[config.mk]
export PLATFORM = sky130hd
export DESIGN_NAME = store_absorb_buffer
export DESIGN_NICKNAME = d
export VERILOG_FILES = /design/src/rtl/sb_pkg.sv /design/src/rtl/sb_addr_match.sv /design/src/rtl/sb_entry_queue.sv /design/src/rtl/sb_drain_ctrl.sv /design/src/rtl/store_absorb_buffer.sv
export SDC_FILE = /design/constraint.sdc
export NUM_CORES = 1
export LEC_CHECK = 0
export BUFFER_PORTS_ARGS = -buffer_cell sky130_fd_sc_hd__buf_2
export CORE_ASPECT_RATIO = 1.1
export CORE_UTILIZATION = 50
export DETAILED_ROUTE_END_ITERATION = 10
export GPL_ROUTABILITY_DRIVEN = 0
export PLACE_DENSITY = 0.63
export SLEW_MARGIN = 10
export SYNTH_ARGS = -nofsm -noshare
export SYNTH_HDL_FRONTEND = slang
export SYNTH_HIERARCHICAL = 1
export SYNTH_SLANG_ARGS = --single-unit
[constraint.sdc]
create_clock -name clk -period 14.15 [get_ports clk]
set_input_delay 2.83 -clock clk [delete_from_list [all_inputs] [get_ports clk]]
set_output_delay 2.83 -clock clk [all_outputs]
set_load 0.005 [all_outputs]
[src/rtl/sb_pkg.sv]
`timescale 1ns/1ps
package sb_pkg;
  typedef enum logic [0:0] {
    SB_COLLECT = 1'b0,
    SB_DRAIN   = 1'b1
  } sb_mode_e;
endpackage

[src/rtl/sb_addr_match.sv]
`timescale 1ns/1ps
module sb_addr_match #(
  parameter int ADDR_W = 32,
  parameter int DEPTH  = 8,
  parameter int IDX_W  = 3
) (
  input  logic [DEPTH-1:0][ADDR_W-1:0] slot_addr,
  input  logic [DEPTH-1:0]             slot_vld,
  input  logic [ADDR_W-1:0]            probe_addr,
  input  logic                         head_locked,
  output logic                         hit,
  output logic [IDX_W-1:0]             hit_idx
);
  logic [DEPTH-1:0] eq_vec;

  // One comparator per slot; slot 0 is excluded while it is on the memory port.
  for (genvar g = 0; g < DEPTH; g++) begin : g_cmp
    assign eq_vec[g] = slot_vld[g] && (slot_addr[g] == probe_addr) &&
                       ((g != 0) || !head_locked);
  end

  // Youngest match wins: only the presented head can duplicate an address.
  always_comb begin
    hit     = |eq_vec;
    hit_idx = '0;
    for (int i = 0; i < DEPTH; i++) begin
      if (eq_vec[i]) hit_idx = IDX_W'(i);
    end
  end
endmodule

[src/rtl/sb_entry_queue.sv]
`timescale 1ns/1ps
module sb_entry_queue #(
  parameter int ADDR_W = 32,
  parameter int DATA_W = 32,
  parameter int DEPTH  = 8,
  parameter int IDX_W  = 3,
  parameter int CNT_W  = 4
) (
  input  logic                         clk,
  input  logic                         rst_n,
  input  logic                         wr_en,
  input  logic                         wr_absorb,
  input  logic [IDX_W-1:0]             wr_idx,
  input  logic [ADDR_W-1:0]            wr_addr,
  input  logic [DATA_W-1:0]            wr_data,
  input  logic                         pop,
  output logic [DEPTH-1:0][ADDR_W-1:0] slot_addr,
  output logic [DEPTH-1:0]             slot_vld,
  output logic [ADDR_W-1:0]            head_addr,
  output logic [DATA_W-1:0]            head_data,
  output logic [CNT_W-1:0]             count
);
  logic [DEPTH-1:0][DATA_W-1:0] slot_data;
  logic [DEPTH-1:0][ADDR_W-1:0] nxt_addr;
  logic [DEPTH-1:0][DATA_W-1:0] nxt_data;
  logic [DEPTH-1:0]             nxt_vld;
  logic                         upd_en;

  assign upd_en    = wr_en | pop;
  assign head_addr = slot_addr[0];
  assign head_data = slot_data[0];

  always_comb begin
    count = '0;
    for (int i = 0; i < DEPTH; i++) begin
      count = count + CNT_W'(slot_vld[i]);
    end
  end

  // Next state: shift on retire, then merge or append the incoming store.
  always_comb begin
    int tail_pos;
    int dest_pos;
    nxt_addr = slot_addr;
    nxt_data = slot_data;
    nxt_vld  = slot_vld;
    if (pop) begin
      for (int i = 0; i < DEPTH - 1; i++) begin
        nxt_addr[i] = slot_addr[i+1];
        nxt_data[i] = slot_data[i+1];
        nxt_vld[i]  = slot_vld[i+1];
      end
      nxt_vld[DEPTH-1] = 1'b0;
    end
    tail_pos = int'(count) - (pop ? 1 : 0);
    dest_pos = int'(wr_idx) - (pop ? 1 : 0);
    for (int j = 0; j < DEPTH; j++) begin
      if (wr_en && wr_absorb && (j == dest_pos)) begin
        nxt_data[j] = wr_data;
      end
      if (wr_en && !wr_absorb && (j == tail_pos)) begin
        nxt_addr[j] = wr_addr;
        nxt_data[j] = wr_data;
        nxt_vld[j]  = 1'b1;
      end
    end
  end

  always_ff @(posedge clk or negedge rst_n) begin
    if (!rst_n) begin
      slot_vld <= '0;
    end else if (upd_en) begin
      slot_vld <= nxt_vld;
    end
  end

  always_ff @(posedge clk) begin
    if (upd_en) begin
      slot_addr <= nxt_addr;
      slot_data <= nxt_data;
    end
  end

  AST_ABSORB_HOLDS_COUNT: assert property (@(posedge clk) disable iff (!rst_n)
    wr_en && wr_absorb && !pop |=> count == $past(count));
  AST_NO_OVERFLOW: assert property (@(posedge clk) disable iff (!rst_n)
    wr_en && !wr_absorb |-> count < CNT_W'(DEPTH));
  AST_POP_HAS_ENTRY: assert property (@(posedge clk) disable iff (!rst_n)
    pop |-> slot_vld[0]);
endmodule

[src/rtl/sb_drain_ctrl.sv]
`timescale 1ns/1ps
module sb_drain_ctrl
  import sb_pkg::*;
#(
  parameter int CNT_W        = 4,
  parameter int DRAIN_THRESH = 6,
  parameter int IDLE_LIMIT   = 64
) (
  input  logic             clk,
  input  logic             rst_n,
  input  logic [CNT_W-1:0] count,
  input  logic             st_fire,
  input  logic             fence_req,
  output logic             draining,
  output logic             fence_done
);
  localparam int TMR_W = $clog2(IDLE_LIMIT + 1);

  sb_mode_e         mode_q, mode_d;
  logic [TMR_W-1:0] tmr_q, tmr_d;
  logic             go_drain;
  logic             non_empty;

  assign non_empty = (count != '0);
  assign go_drain  = non_empty &&
                     ((count >= CNT_W'(DRAIN_THRESH)) || fence_req ||
                      (tmr_q >= TMR_W'(IDLE_LIMIT)));

  always_comb begin
    mode_d = mode_q;
    unique case (mode_q)
      SB_COLLECT: if (go_drain)   mode_d = SB_DRAIN;
      SB_DRAIN:   if (!non_empty) mode_d = SB_COLLECT;
      default:    mode_d = SB_COLLECT;
    endcase
  end

  // Quiet-cycle counter: runs only while collecting a non-empty queue.
  always_comb begin
    tmr_d = '0;
    if ((mode_q == SB_COLLECT) && non_empty && !st_fire) begin
      tmr_d = (tmr_q >= TMR_W'(IDLE_LIMIT)) ? tmr_q : tmr_q + 1'b1;
    end
  end

  always_ff @(posedge clk or negedge rst_n) begin
    if (!rst_n) begin
      mode_q <= SB_COLLECT;
      tmr_q  <= '0;
    end else begin
      mode_q <= mode_d;
      tmr_q  <= tmr_d;
    end
  end

  assign draining   = (mode_q == SB_DRAIN);
  assign fence_done = fence_req && !non_empty;
endmodule

[src/rtl/store_absorb_buffer.sv]
`timescale 1ns/1ps
module store_absorb_buffer #(
  parameter int ADDR_W       = 32,
  parameter int DATA_W       = 32,
  parameter int DEPTH        = 8,
  parameter int DRAIN_THRESH = 6,
  parameter int IDLE_LIMIT   = 64
) (
  input  logic              clk,
  input  logic              rst_n,
  input  logic              st_valid,
  input  logic [ADDR_W-1:0] st_addr,
  input  logic [DATA_W-1:0] st_data,
  output logic              st_ready,
  output logic              mem_wr_valid,
  output logic [ADDR_W-1:0] mem_wr_addr,
  output logic [DATA_W-1:0] mem_wr_data,
  input  logic              mem_wr_ack,
  input  logic              fence_req,
  output logic              fence_done
);
  localparam int IDX_W = (DEPTH > 1) ? $clog2(DEPTH) : 1;
  localparam int CNT_W = $clog2(DEPTH + 1);

  logic [DEPTH-1:0][ADDR_W-1:0] slot_addr;
  logic [DEPTH-1:0]             slot_vld;
  logic [CNT_W-1:0]             count;
  logic                         hit;
  logic [IDX_W-1:0]             hit_idx;
  logic                         draining;
  logic                         st_fire;
  logic                         pop;

  assign st_ready     = !fence_req && ((count < CNT_W'(DEPTH)) || hit);
  assign st_fire      = st_valid && st_ready;
  assign mem_wr_valid = draining && (count != '0);
  assign pop          = mem_wr_valid && mem_wr_ack;

  sb_addr_match #(
    .ADDR_W(ADDR_W), .DEPTH(DEPTH), .IDX_W(IDX_W)
  ) match_i (
    .slot_addr  (slot_addr),
    .slot_vld   (slot_vld),
    .probe_addr (st_addr),
    .head_locked(mem_wr_valid),
    .hit        (hit),
    .hit_idx    (hit_idx)
  );

  sb_entry_queue #(
    .ADDR_W(ADDR_W), .DATA_W(DATA_W), .DEPTH(DEPTH), .IDX_W(IDX_W), .CNT_W(CNT_W)
  ) queue_i (
    .clk      (clk),
    .rst_n    (rst_n),
    .wr_en    (st_fire),
    .wr_absorb(hit),
    .wr_idx   (hit_idx),
    .wr_addr  (st_addr),
    .wr_data  (st_data),
    .pop      (pop),
    .slot_addr(slot_addr),
    .slot_vld (slot_vld),
    .head_addr(mem_wr_addr),
    .head_data(mem_wr_data),
    .count    (count)
  );

  sb_drain_ctrl #(
    .CNT_W(CNT_W), .DRAIN_THRESH(DRAIN_THRESH), .IDLE_LIMIT(IDLE_LIMIT)
  ) ctrl_i (
    .clk       (clk),
    .rst_n     (rst_n),
    .count     (count),
    .st_fire   (st_fire),
    .fence_req (fence_req),
    .draining  (draining),
    .fence_done(fence_done)
  );

  AST_HEAD_STABLE: assert property (@(posedge clk) disable iff (!rst_n)
    mem_wr_valid && !mem_wr_ack |=> mem_wr_valid && $stable(mem_wr_addr) &&
    $stable(mem_wr_data));
  AST_BATCH_RUNS: assert property (@(posedge clk) disable iff (!rst_n)
    mem_wr_valid && mem_wr_ack && (count > CNT_W'(1)) |=> mem_wr_valid);
  AST_DONE_DRAINED: assert property (@(posedge clk) disable iff (!rst_n)
    fence_done |-> !mem_wr_valid);
  AST_FENCE_WAITS_ACK: assert property (@(posedge clk) disable iff (!rst_n)
    fence_req && mem_wr_valid && !mem_wr_ack |=> !fence_done);
endmodule

==> flow_summary.json, run 1 <==
{
  "worstPathCellList": "fa_1 > inv_1 > fa_1 > fa_1 > inv_1 > ha_1 > fa_1 > xor2_2 > o41a_1 > nor4b_1 > nand4_1 > o41ai_1 > or4b_1 > inv_1 > a21oi_1 > buf_2",
  "die-area_mm2": 0.0529,
  "io_pins": 136,
  "first_pass_iters": 7,
  "grt_max_degree": 36,
  "drive_gt1_frac": 0.408,
  "syn_area_mm2": 0.0260,
  "worst_hold_path_type": "register to register",
  "period_share": 0.621,
  "insertion_delay_ns": 0.62,
  "port_buffers": 135,
  "cp_common_cell": "fa_1",
  "yosysSeqAreaShare": 0.607,
  "grt_util_all_layers": 0.246,
  "grt_pass1_wl_um": 94500,
  "vias": 13900,
  "critical_path_class": "register to output pin",
  "cts.clk_slew.worst_paths_ns": 0.06,
  "crit_path_top_delay_cell": "nor4b_1",
  "cp_slowest_stage_delay_ns": 0.66,
  "rows": 87,
  "cts_buffers": 55,
  "vias_per_cell": 5.77,
  "cts_root_buffer": "clkbuf_16",
  "worstHoldStart": "queue_i/slot_data[134]",
  "cts_num_sinks": 528,
  "yosys_warnings": 6,
  "cts_setup_buffers": 0,
  "cts_resized": 0,
  "max-slew-margin-rel": 0.206,
  "wl_per_cell_um": 26.7,
  "synth_edf_count": 512,
  "ctsHtreeMaxLevel": 2,
  "path_max_fanout": 7,
  "reg2regPathDepth": 20,
  "synth-seq-cells": 528,
  "clock_path_buffers": 3,
  "start_util": 0.507,
  "critPathCaptureType": "output pin",
  "critical_path_buf_inv_count": 4,
  "drtAntennaViolNets": 0,
  "finalSetupTns_ns": 0,
  "antenna_found_initial": 4,
  "avgSynthCellArea_um2": 16.0,
  "reg2reg_from": "queue_i/slot_vld[1]",
  "maxSlewViolCount": 0,
  "worstMarginPinSlew_ns": 1.19,
  "wirelength_um": 64500,
  "hold_path_depth": 1,
  "async_flop_share": 0.0303,
  "syn-num-nets": 1714,
  "drtIter0Drc": 973,
  "rsz0062_at_grt": "no",
  "cts_tree": "built",
  "drc_errors": 0,
  "clock_skew_ns": 0.0231,
  "die_h_um": 241,
  "setup_viol_count_final": 0,
  "area_growth_pct": 9.86,
  "ys.flop_type": "edfxtp_1",
  "r2r_slack_ns": 5.84,
  "min_to": "queue_i/slot_data[102]",
  "dp.final_hpwl_um": 41900,
  "hold_violations": 0,
  "cp.required_ns": 11.32,
  "max-cap-violations": 0,
  "max_freq_mhz": 114,
  "run_status": "finished, final reports clean",
  "r2r-end": "queue_i/slot_data[110]",
  "grt-ovfl-total": 0,
  "dieWidth_um": 219,
  "path_delay_family": "adder cells",
  "holdBufCountCts": 0,
  "layout_min_cycle_time_ns": 8.79,
  "synth_cell_type_count": 76,
  "syn_inst": 1630,
  "arrival_ns": 5.96,
  "startpoint_type": "register",
  "nets": 1785,
  "core-area_mm2": 0.0513,
  "grt_pass1_vias": 14100
}
[final cells by class]
cell class	count	area (um2)
fillers	4127	22700
multi-input cells	929	9160
inverters	26	97.6
diodes	2	5.00
repair buffers	161	871
clock buffers	69	1450
clock inverters	35	384
flip-flops and latches	528	15800
well taps	667	835
[cell usage after synthesis (11+ instances only)]
cell,n,area (um2)
xor2_1,111,972
nand4_1,38,238
inv_1,25,93.8
ha_1,11,138
nor4_1,32,200
xnor2_1,140,1230
buf_4,75,563
dfrtp_1,16,400
mux2_2,414,4660
nor3_1,12,60.1
nand2_1,18,67.6
buf_6,23,259
mux2_4,27,405
edfxtp_1,512,15400
buf_2,42,210
[metal layers]
layer,part of all wire,vias up,track usage
li1,-,6255,-
met1,0.41,7133,0.319
met2,0.50,439,0.419
met3,0.052,111,0.0316
met4,0.035,6,0.0970
met5,0.00056,-,0
[cell usage in the layout, fill, tap and decap left out, types with 26 or more instances in the layout]
master / instances
edfxtp_1: 512
mux2_2: 414
xnor2_1: 140
buf_2: 135
xor2_1: 111
clkbuf_16: 56
nand4_1: 38
nor4_1: 32
mux2_4: 27
buf_4: 26
[state kept, by name, summed over array words and instances, names as in the netlist]
| name | cells |
|---|---|
| queue_i/slot_data | 224 |
| queue_i/head_addr | 32 |
| queue_i/slot_addr | 224 |
| queue_i/head_data | 32 |
| ctrl_i/draining | 1 |
| queue_i/slot_vld | 8 |
| ctrl_i/tmr_q | 7 |
[how the worst max path moves through the flow]
stage	from	slack (ns)	depth (start not counted)	to
finish	queue_i/slot_vld[1]	5.36	16	st_ready
CTS	queue_i/slot_vld[1]	5.41	16	st_ready
global route	queue_i/slot_vld[1]	5.25	16	st_ready
floorplan	st_addr[21]	5.89	14	queue_i/slot_data[224]
global placement	st_addr[25]	5.53	14	queue_i/slot_data[110]
detailed placement	st_addr[25]	5.47	14	queue_i/slot_data[110]
[logic make-up (layout without fill, tap and decap cells)]
| group | after synthesis | after routing | synth area share |
|---|---|---|---|
| flip-flops | 528 | 528 | 0.607 |
| multiplexers | 453 | 453 | 0.200 |
| XOR/XNOR | 256 | 256 | 0.0882 |
| buffers and inverters | 173 | 291 | 0.0454 |
| AND/OR/NAND/NOR | 163 | 163 | 0.0398 |
| AO/OA/AOI/OAI | 42 | 42 | 0.0119 |
| adder cells (fa/ha/maj) | 15 | 15 | 0.00837 |
| other | 0 | 2 | 0 |
[through the flow]
stage / hold WS [ns] / instances / area, um2 / utilization / worst slack [ns]
2_1_floorplan: 0.488 / 1630 / 26000 / - / 5.89
3_3_place_gp: 0.507 / 2311 / 26700 / 0.521 / 5.53
3_5_place_dp: 0.514 / 2311 / 26700 / 0.521 / 5.47
4_1_cts: 0.529 / 2415 / 28600 / 0.557 / 5.41
5_1_grt: 0.549 / 2416 / 28600 / 0.557 / 5.25
6_report: 0.531 / 2417 / 28600 / 0.557 / 5.36
Power of run 1 is not shown: default switching activity piles up to over one toggle a cycle in this logic, so the estimate is an artifact.
==> run 2: changes to the inputs <==
==> constraint.sdc (replaced) <==
create_clock -name clk -period 9 [get_ports clk]
set_input_delay 1.8 -clock clk [delete_from_list [all_inputs] [get_ports clk]]
set_output_delay 1.8 -clock clk [all_outputs]
set_load 0.005 [all_outputs]
==> run 2 against run 1 <==
Critical endpoint is now queue_i/slot_data[111]. Global-route usage shrank 1.8 points. Worst hold slack gained 0.0049 ns. Final area shrank 0.42%. Sequential share of layout area grew 0.24 points. Setup slack lost 4.6 ns.
==> flow_summary.json, run 2 (synthesized netlist as in run 1, its figures left out) <==
{
  "run_status": "finished, final reports clean",
  "critPathCaptureType": "register",
  "grt-ovfl-total": 0,
  "dp.final_hpwl_um": 39900,
  "rsz0062_at_grt": "no",
  "maxSlewViolCount": 0,
  "num_antenna_cells": 0,
  "critical_path_buf_inv_count": 5,
  "period_share": 0.913,
  "path_max_fanout": 34,
  "first_pass_iters": 5,
  "vias": 13600,
  "dieWidth_um": 219,
  "clock_skew_ns": 0.0214,
  "wl_per_cell_um": 24.7,
  "start_util": 0.507,
  "drive_gt1_frac": 0.408,
  "reg.largest.list": "queue_i/slot_addr (224), queue_i/slot_data (224)",
  "crit_path_top_delay_cell": "nor4b_1",
  "drc_errors": 0,
  "ctsHtreeMaxLevel": 2,
  "mostFrequentLayoutCells": "512 x edfxtp_1, 414 x mux2_2, 140 x xnor2_1, 135 x buf_2, 111 x xor2_1",
  "cp_slowest_stage_delay_ns": 0.64,
  "grt_pass1_wl_um": 88900,
  "worstPathCellList": "fa_1 > inv_1 > fa_1 > fa_1 > inv_1 > ha_1 > fa_1 > xor2_2 > o41a_1 > nor4b_1 > nand4_1 > o41ai_1 > or4b_1 > inv_1 > a211oi_1 > nand4bb_1 > or4_4 > nor2_4 > buf_4 > or3b_2 > buf_4",
  "max-slew-margin-rel": 0.269,
  "grt_max_degree": 36,
  "hold_violations": 0,
  "die-area_mm2": 0.0529,
  "cp.required_ns": 9.29,
  "r2r_slack_ns": 0.78,
  "clock_path_buffers": 3,
  "grt_util_all_layers": 0.228,
  "setup_viol_count_final": 0,
  "regArea_mm2": 0.0158,
  "port_buffers": 135,
  "io_pins": 136,
  "critical_path_class": "register to register",
  "cts_root_buffer": "clkbuf_16",
  "nets": 1785,
  "drtAntennaViolNets": 0,
  "path_delay_family": "simple AND/OR/NAND/NOR gates",
  "cts_num_sinks": 528,
  "wirelength_um": 59600,
  "area_growth_pct": 9.40,
  "grt_pass1_vias": 13900,
  "rows": 87,
  "cts_setup_buffers": 0,
  "insertion_delay_ns": 0.61,
  "die_h_um": 241,
  "finalSetupTns_ns": 0,
  "cts_buffers": 54,
  "cts_resized": 0,
  "fillers": 4132,
  "cts_tree": "built",
  "startpoint_type": "register",
  "antenna_found_initial": 2,
  "max_freq_mhz": 122,
  "max-cap-violations": 0,
  "worstMarginPinSlew_ns": 1.09,
  "multi_input_area_mm2": 0.00916,
  "worst_hold_path_type": "register to register",
  "cp_common_cell": "fa_1",
  "holdBufCountCts": 0,
  "cts.clk_slew.worst_paths_ns": 0.06,
  "drtIter0Drc": 805,
  "vias_per_cell": 5.64,
  "layout_min_cycle_time_ns": 8.22,
  "utilization": 0.555,
  "core-area_mm2": 0.0513,
  "arrival_ns": 8.51,
  "mostFrequentLayoutCell": "edfxtp_1"
}
==> run 2: cell count changes in the layout (fill, tap and decap cells not counted), moves of 2 or more <==
cell / delta
clkinv_2: -2
bufinv_16: -3
diode_2: -2
clkinvlp_4: +3
==> run 2: stage by stage <==
stage	std cells	setup slack (ns)	hold WS (ns)	area (um2)
2_1_floorplan	1630	1.14	0.488	26000
3_3_place_gp	2312	1.08	0.508	26700
3_5_place_dp	2312	0.785	0.521	26700
4_1_cts	2409	0.792	0.536	28500
5_1_grt	2409	0.483	0.553	28500
6_report	2409	0.781	0.536	28500
==> run 2: cell type report <==
cell class	count	area share
sequential	528	0.554
multi-input combinational	929	0.322
clock buffer	67	0.0500
timing repair buffer	162	0.0309
tap	667	0.0293
clock inverter	30	0.0102
inverter	26	0.00343
==> run 2: per-layer routing <==
metal | vias to the layer above | share of wire | track usage
li1 | 6260 | - | -
met1 | 6938 | 0.42 | 0.282
met2 | 293 | 0.52 | 0.408
met3 | 82 | 0.036 | 0.0325
met4 | 4 | 0.030 | 0.0753
met5 | - | 0.00042 | 0
==> run 2: worst register-to-register path, delay by kind of cell (launching register included) <==
kind	cells	cell delay, ns
simple gates	7	2.78
fa+ha+maj	5	2.20
compound gates	3	1.31
buf+inv	5	0.94
flops	1	0.41
xor+xnor	1	0.25
==> run 2: worst paths after layout <==
check / from / to / cells after the start
hold / removal: queue_i/slot_data[229] / queue_i/slot_data[197] / 1
setup reg to reg: queue_i/slot_vld[0] / queue_i/slot_data[111] / 21
hold reg to reg: queue_i/slot_data[229] / queue_i/slot_data[197] / 1
setup / recovery: queue_i/slot_vld[0] / queue_i/slot_data[111] / 21
min in group asynchronous: rst_n / ctrl_i/tmr_q[4] / 1
max in group asynchronous: rst_n / queue_i/slot_vld[0] / 1
Power of run 2 is left out for the same reason.
